<file path="config.mk">
export PLATFORM = sky130hd
export DESIGN_NAME = dual_rail_rst_seq
export DESIGN_NICKNAME = d
export VERILOG_FILES = /design/src/rtl/dual_rail_rst_seq.sv
export SDC_FILE = /design/constraint.sdc
export NUM_CORES = 1
export LEC_CHECK = 0
export BUFFER_PORTS_ARGS = -buffer_cell sky130_fd_sc_hd__buf_2
export CAP_MARGIN = 20
export CORE_ASPECT_RATIO = 0.5
export CORE_MARGIN = 4
export CORE_UTILIZATION = 30
export CTS_CLUSTER_SIZE = 14
export DETAILED_ROUTE_END_ITERATION = 8
export PLACE_DENSITY = 0.53
export SYNTH_ARGS = -nofsm -noshare
export SYNTH_HDL_FRONTEND = slang
export SYNTH_SLANG_ARGS = --single-unit
export TNS_END_PERCENT = 10
</file>
<file path="constraint.sdc">
create_clock -name clk -period 5.8 [get_ports clk]
set_clock_uncertainty 0.15 [all_clocks]
set_input_delay 0.29 -clock clk [delete_from_list [all_inputs] [get_ports clk]]
set_output_delay 0.29 -clock clk [all_outputs]
set_load 0.05 [all_outputs]
</file>
<file path="src/rtl/dual_rail_rst_seq.sv">
module dual_rail_rst_seq #(
  parameter int unsigned CLK_HZ   = 100_000_000,
  parameter int unsigned EXT_US   = 350_000,
  parameter int unsigned MR_US    = 2_000,
  parameter int unsigned NOISE_NS = 2_000,
  parameter bit          ACT_HIGH = 1'b0
) (
  input  logic clk,
  input  logic rst_n,
  input  logic rail_fault_hi,
  input  logic rail_fault_lo,
  input  logic tol_hi_sel,
  input  logic tol_lo_sel,
  input  logic mr_n,
  output logic rst_hi_o,
  output logic rst_lo_o,
  output logic band_hi_o,
  output logic band_lo_o
);
  localparam longint EXT_L  = (longint'(CLK_HZ) * longint'(EXT_US)) / 64'sd1000000;
  localparam longint MR_L   = (longint'(CLK_HZ) * longint'(MR_US)) / 64'sd1000000;
  localparam longint NF_L   = (longint'(CLK_HZ) * longint'(NOISE_NS)) / 64'sd1000000000;
  localparam int EXT_CYC = (EXT_L < 1) ? 1 : int'(EXT_L);
  localparam int MR_CYC  = (MR_L < 2) ? 2 : int'(MR_L);
  localparam int NF_CYC  = (NF_L < 1) ? 1 : int'(NF_L);
  localparam int EW = $clog2(EXT_CYC + 1);
  localparam int MW = $clog2(MR_CYC + 1);
  localparam int NW = $clog2(NF_CYC + 1);

  logic [1:0]    s1, s2, qf, act;
  logic          m1, m2, hold;
  logic [MW-1:0] mcnt;
  logic [NW-1:0] flt [2];
  logic [EW-1:0] cnt [2];

  always_ff @(posedge clk or negedge rst_n) begin
    if (!rst_n) begin
      s1 <= '0;
      s2 <= '0;
      m1 <= 1'b1;
      m2 <= 1'b1;
    end else begin
      s1 <= {rail_fault_lo, rail_fault_hi};
      s2 <= s1;
      m1 <= mr_n;
      m2 <= m1;
    end
  end

  always_ff @(posedge clk or negedge rst_n) begin
    if (!rst_n) begin
      mcnt <= '0;
      hold <= 1'b0;
    end else if (m2) begin
      mcnt <= '0;
      hold <= 1'b0;
    end else begin
      if (mcnt != MW'(MR_CYC)) mcnt <= mcnt + 1'b1;
      if (mcnt == MW'(MR_CYC - 1) && !(&act)) hold <= 1'b1;
    end
  end

  for (genvar g = 0; g < 2; g++) begin : g_rail
    always_ff @(posedge clk or negedge rst_n) begin
      if (!rst_n)                          flt[g] <= '0;
      else if (!s2[g])                     flt[g] <= '0;
      else if (flt[g] != NW'(NF_CYC))      flt[g] <= flt[g] + 1'b1;
    end
    assign qf[g] = (flt[g] == NW'(NF_CYC));

    always_ff @(posedge clk or negedge rst_n) begin
      if (!rst_n)               cnt[g] <= EW'(EXT_CYC);
      else if (qf[g] || hold)   cnt[g] <= EW'(EXT_CYC);
      else if (cnt[g] != '0)    cnt[g] <= cnt[g] - 1'b1;
    end
    assign act[g] = (cnt[g] != '0);

    a_r1_fault_asserts: assert property (@(posedge clk) disable iff (!rst_n)
      qf[g] |=> act[g]);
    a_r2_release_quiet: assert property (@(posedge clk) disable iff (!rst_n)
      $fell(act[g]) |-> (!$past(qf[g]) && !$past(hold)));
    a_r3_filter_seen: assert property (@(posedge clk) disable iff (!rst_n)
      $rose(qf[g]) |-> $past(s2[g]));
  end

  a_r5_both_held: assert property (@(posedge clk) disable iff (!rst_n)
    hold |=> (act[0] && act[1]));
  a_r6_armed_only: assert property (@(posedge clk) disable iff (!rst_n)
    $rose(hold) |-> !($past(act[0]) && $past(act[1])));

  assign rst_hi_o  = ACT_HIGH ? act[0] : ~act[0];
  assign rst_lo_o  = ACT_HIGH ? act[1] : ~act[1];
  assign band_hi_o = tol_hi_sel;
  assign band_lo_o = tol_lo_sel;
endmodule

</file>
**After elaboration in Yosys (flattened, before gate mapping)**

Index checks and enable logic that the tools add are counted.

- Add/sub/neg operators: 5
- Multipliers: 0
- Div/mod/pow operators: 0
- Magnitude comparators: 0
- Eq/ne operators: 8
- Shifts and indexed selects: 0
- Muxes and demuxes: 12
- Bitwise logic cells: 2
- Reductions and logical operators: 11

Operators by type and width:

| kind | number |
|---|---|
| 2-to-1 mux 26 bit | 4 |
| nonzero test 26 bit | 2 |
| subtractor 26 x 1 -> 26 bit, second input constant | 2 |
| 2-to-1 mux 18 bit | 2 |
| 2-to-1 mux 8 bit | 4 |
| adder 18 x 1 -> 18 bit, second input constant | 1 |
| equality test 18 bit, second input constant | 1 |
| inequality test 18 bit, second input constant | 1 |
| adder 8 x 1 -> 8 bit, second input constant | 2 |
| equality test 8 bit, second input constant | 2 |
| inequality test 8 bit, second input constant | 2 |
| nonzero test 2 bit | 4 |
| inequality test 2 x 1 -> 1 bit, second input constant | 2 |
| logical OR 1 bit | 2 |
| 2-to-1 mux 1 bit | 2 |
| inverter 1 bit | 2 |
| AND reduction 2 bit | 1 |
| logical AND 1 bit | 1 |
| zero test 1 bit | 1 |

- Register bits: 93
- Latch bits: 0
- Memory bits (writable): 0
- Bits in read-only memories: 0
- Input port bits: 7
- Output and inout port bits: 4
- Memories: 0

**Logic depth before layout (Yosys ltp)**

- Word-level depth: 6
- Depth in mapped cells: 9
- Depth with buffers taken out: 8

**Least setup slack after synthesis**

No wires, ideal clock.

- Path kind: flip-flop to flip-flop
- From: reg cnt[19] in the netlist's numbering
- To: reg cnt[0] in the netlist's numbering
- Setup time: 0.132 ns
- Arrival: 2.828 ns
- Setup slack: 2.690 ns
- Cell stages (with the launch flop): 7
- Buffers on the path: 1
- Cell sequence: dfrtp_1 > or4_1 > clkbuf_1 > or4_1 > nor4_2 > xnor2_1 > nor2_1

- Word-level cells in the longest chain between the ends: 2

RTL lines:

| element | RTL line | text |
|---|---|---|
| start, declared | 34 | `logic [EW-1:0] cnt [2];` |
| start signal, assigned by index | 72 | `if (!rst_n) cnt[g] <= EW'(EXT_CYC);` |
| start signal, assigned by index | 73 | `else if (qf[g] \|\| hold) cnt[g] <= EW'(EXT_CYC);` |
| nonzero test 26 bit | 74 | `else if (cnt[g] != '0) cnt[g] <= cnt[g] - 1'b1;` |
| nonzero test 2 bit (no source line) | n/a |  |

No other way between the ends.
A chain may end at the register's enable or synchronous reset.

**Final worst setup path**

- From: reg cnt[42] in the netlist's numbering
- To: out rst_hi_o

- Word-level cells in the longest chain between the ends: 2

RTL lines:

| element | RTL line | text |
|---|---|---|
| nonzero test 26 bit | 76 | `assign act[g] = (cnt[g] != '0);` |
| inverter 1 bit | 91 | `assign rst_hi_o = ACT_HIGH ? act[0] : ~act[0];` |
| end, declared | 15 | `output logic rst_hi_o,` |

No other way between the ends.

==> results.toml <==
[run_status]
status = "finished, final reports clean"

[cells_and_area]
drive_gt1_frac = 0.124
seqCellArea_mm2 = 0.00235
fill_cells = 1586
num_antenna_cells = 0
fin_nets = 508
mostFrequentLayoutCell = "dfrtp_1"
fin_util = 0.347
multi_input_area_mm2 = 0.00231
syn2layout_area_growth_pct = 12.0
final_cell_mix = "dfrtp_1 (73), nor2_1 (47), nand3_1 (25)"

[global_route]
grt_util_met2 = 0.167
grt_pass1_vias = 3461
use_met1 = 0.147
grt_max_degree = 68
overflow = 0
grt_pass1_wl_um = 16500
track_usage = 0.107
grt_use_met3 = 0.0280
top_usage_layer = "met2"
antenna_found_initial = 0

[synthesis]
yosys_warnings = 0
synth_fp_nets = 503
yosysTopAreaCellShare = 0.380
ys_top_cells_by_area = "dfrtp_1 (38%), dfstp_2 (11%), xnor2_1 (4.4%), nor2_1 (3.7%), xor2_1 (2.9%)"
ys_ff_latch = 93
synth_area_per_cell_um2 = 9.85
netlist_instances = 488
synth-edff-count = 0
synth-seq-area-share = 0.489
synth_cell_types = 54
netlist_area_mm2 = 0.00481
async_reset_ff_frac = 1.00
synthFlopType = "dfrtp_1"
synth.largest_area_cell = "dfrtp_1"

[drt]
postRouteAntennaNets = 0
dr_total_vias = 3516
drtPass1Iterations = 4
drc = 0
initialDrtViolationCount = 194
finalWirelength_um = 9390
viasPerCell = 5.01
wire_per_inst_um = 13.4

[critical_path]
rr_startpoint = "cnt[0]"
endpoint_kind = "output pin"
regToRegSetupSlack_ns = 2.69
crit_slowest_cell = "or4_4"
crit_chain = "or4_4 -> or4_1 -> or3_1 -> clkinv_1 -> buf_2"
rr_worst_depth = 7
reg2reg_to = "cnt[15]"
crit_path_start = "cnt[42]"
path_class = "flip-flop to output pin"
crit_path_start_kind = "flip-flop"
cp_top_family = "simple AND/OR/NAND/NOR gates"
worstPathArrival_ns = 2.89
cp_num_buf_inv = 2
cp_max_fo = 10
worst_path_largest_cell_delay_ns = 0.55
required_ns = 5.36

[timing]
fin_crit_sh = 0.574
slew_headroom = 0.297
fin_ws_ns = 2.47
setup_viol = 0
rsz0062_at_grt = "false"
tns_ns = 0
slew_viol_final = 0
fmax_mhz = 300
tightest_slew_ns = 1.05
hold_viol_final = 0
period_needed_ns = 3.33

[floorplan]
initial_utilization = 0.310
dieArea_mm2 = 0.0182
pin_count = 11
coreArea_mm2 = 0.0155
fp.dieW_um = 187
die_h_um = 97.5
row_count = 32

[hold_path]
holdPathStages = 0
min_from = "s1[0]"
min_path_type = "flip-flop to flip-flop"
hold-path-endpoint = "s2[0]"

[pwr]
switching_power_uw = 280
sequentialPowerShare = 0.509
clkPwrFrac = 0.466
ir_drop_mv = 0.140
combinationalPowerShare = 0.025
p_int_mw = 1.03
total_power_mw = 1.31
swShare = 0.215
p_per_area_mw_per_mm2 = 243
p_leak_nw = 2.44

[clock_tree]
post_cts_buffers = 0
root_buffer = "clkbuf_16"
clockBufferDepth = 2
cts_max_level = 3
clk-insertion-delay-late_ns = 0.34
tritoncts = "done"
cts_made_buffers = 9
clock-sinks = 93
clkTransAtPathRegs_ns = 0.07

[placement]
gp_congestion = 0.795
place_hpwl_um = 6430
dp_slack_ns = 2.70
portBuffers = 6

[flow_run]
drv_cap = 0
[final cells by class]
cell class                 instances  area share
clock inverter                     5      0.0107
timing repair buffer              13      0.0177
multi-input combinational        360       0.429
inverter                          16      0.0112
clock buffer                      11      0.0469
sequential                        93       0.437
tap                              204      0.0474
[cells in the mapped netlist (all sizes together) (2+ instances only)]
cell type,n
or3,21
a31o,2
o31ai,13
nand4b,4
mux2i,5
and3,6
inv,15
or3b,3
and4,5
or2,6
clkbuf,11
ha,8
nor2,47
dfstp,20
nor2b,3
nand2,24
nand3,25
nand4,5
a21oi,20
buf,8
nand2b,8
o21ai,18
dfrtp,73
o41ai,2
nand3b,4
xnor2,24
a21boi,2
a31oi,3
o211ai,10
nor4,13
xor2,16
nor3,13
a211oi,5
and2,13
a2111oi,2
or4,18
[worst max path at each step]
stage                to  slack [ns]  cells past startpoint
2_1_floorplan    cnt[0]        2.69                      6
3_3_place_gp    cnt[15]        2.77                      7
3_5_place_dp    cnt[15]        2.70                      7
4_1_cts        rst_hi_o        2.44                      5
5_1_grt        rst_hi_o        2.34                      5
6_report       rst_hi_o        2.47                      5
[stage by stage]
| step | hold WS, ns | instance area (µm²) | instances |
|---|---|---|---|
| after CTS | 0.199 | 5390 | 702 |
| after global placement | 0.0775 | 5030 | 682 |
| after floorplan | -0.156 | 4810 | 488 |
| final | 0.198 | 5390 | 702 |
| after detailed placement | 0.0750 | 5030 | 682 |
| after global routing | 0.207 | 5390 | 702 |
[power by group through the flow]
stage               registers, mW  clock network (mW)  logic [mW]
finish                      0.666               0.609      0.0324
global route                0.667               0.655      0.0390
CTS                         0.666               0.630      0.0343
detailed placement          0.678                   0      0.0322
global placement            0.678                   0      0.0315
floorplan                   0.674                   0      0.0194
[cell families after synthesis]
kind of cell	count (synthesis)	share of synthesized area
compound gates	85	0.116
flops	93	0.489
buf+inv	35	0.0299
fa+ha+maj	8	0.0208
simple gates	222	0.261
xor+xnor	40	0.0729
mux	5	0.0104
[layer usage]
| metal | part of all wire | up-vias |
|---|---|---|
| met3 | 0.022 | 9 |
| met1 | 0.52 | 1707 |
| met4 | 0.0093 | 0 |
| met2 | 0.44 | 21 |
| li1 | - | 1779 |
| met5 | 0 | - |
[timing repair]
item	4_1_cts	5_1_grt
resized for setup	0	0
endpoints found under the hold margin	29	0
hold buffers	4	0
endpoints found under the setup margin	0	0
[flip-flops by register name, indices dropped and copies added, names as in the netlist]
name,cells
mcnt,18
m1,1
cnt,52
s1,2
m2,1
s2,2
hold,1
flt,16
No activity file was read; power rests on OpenSTA's default activity.
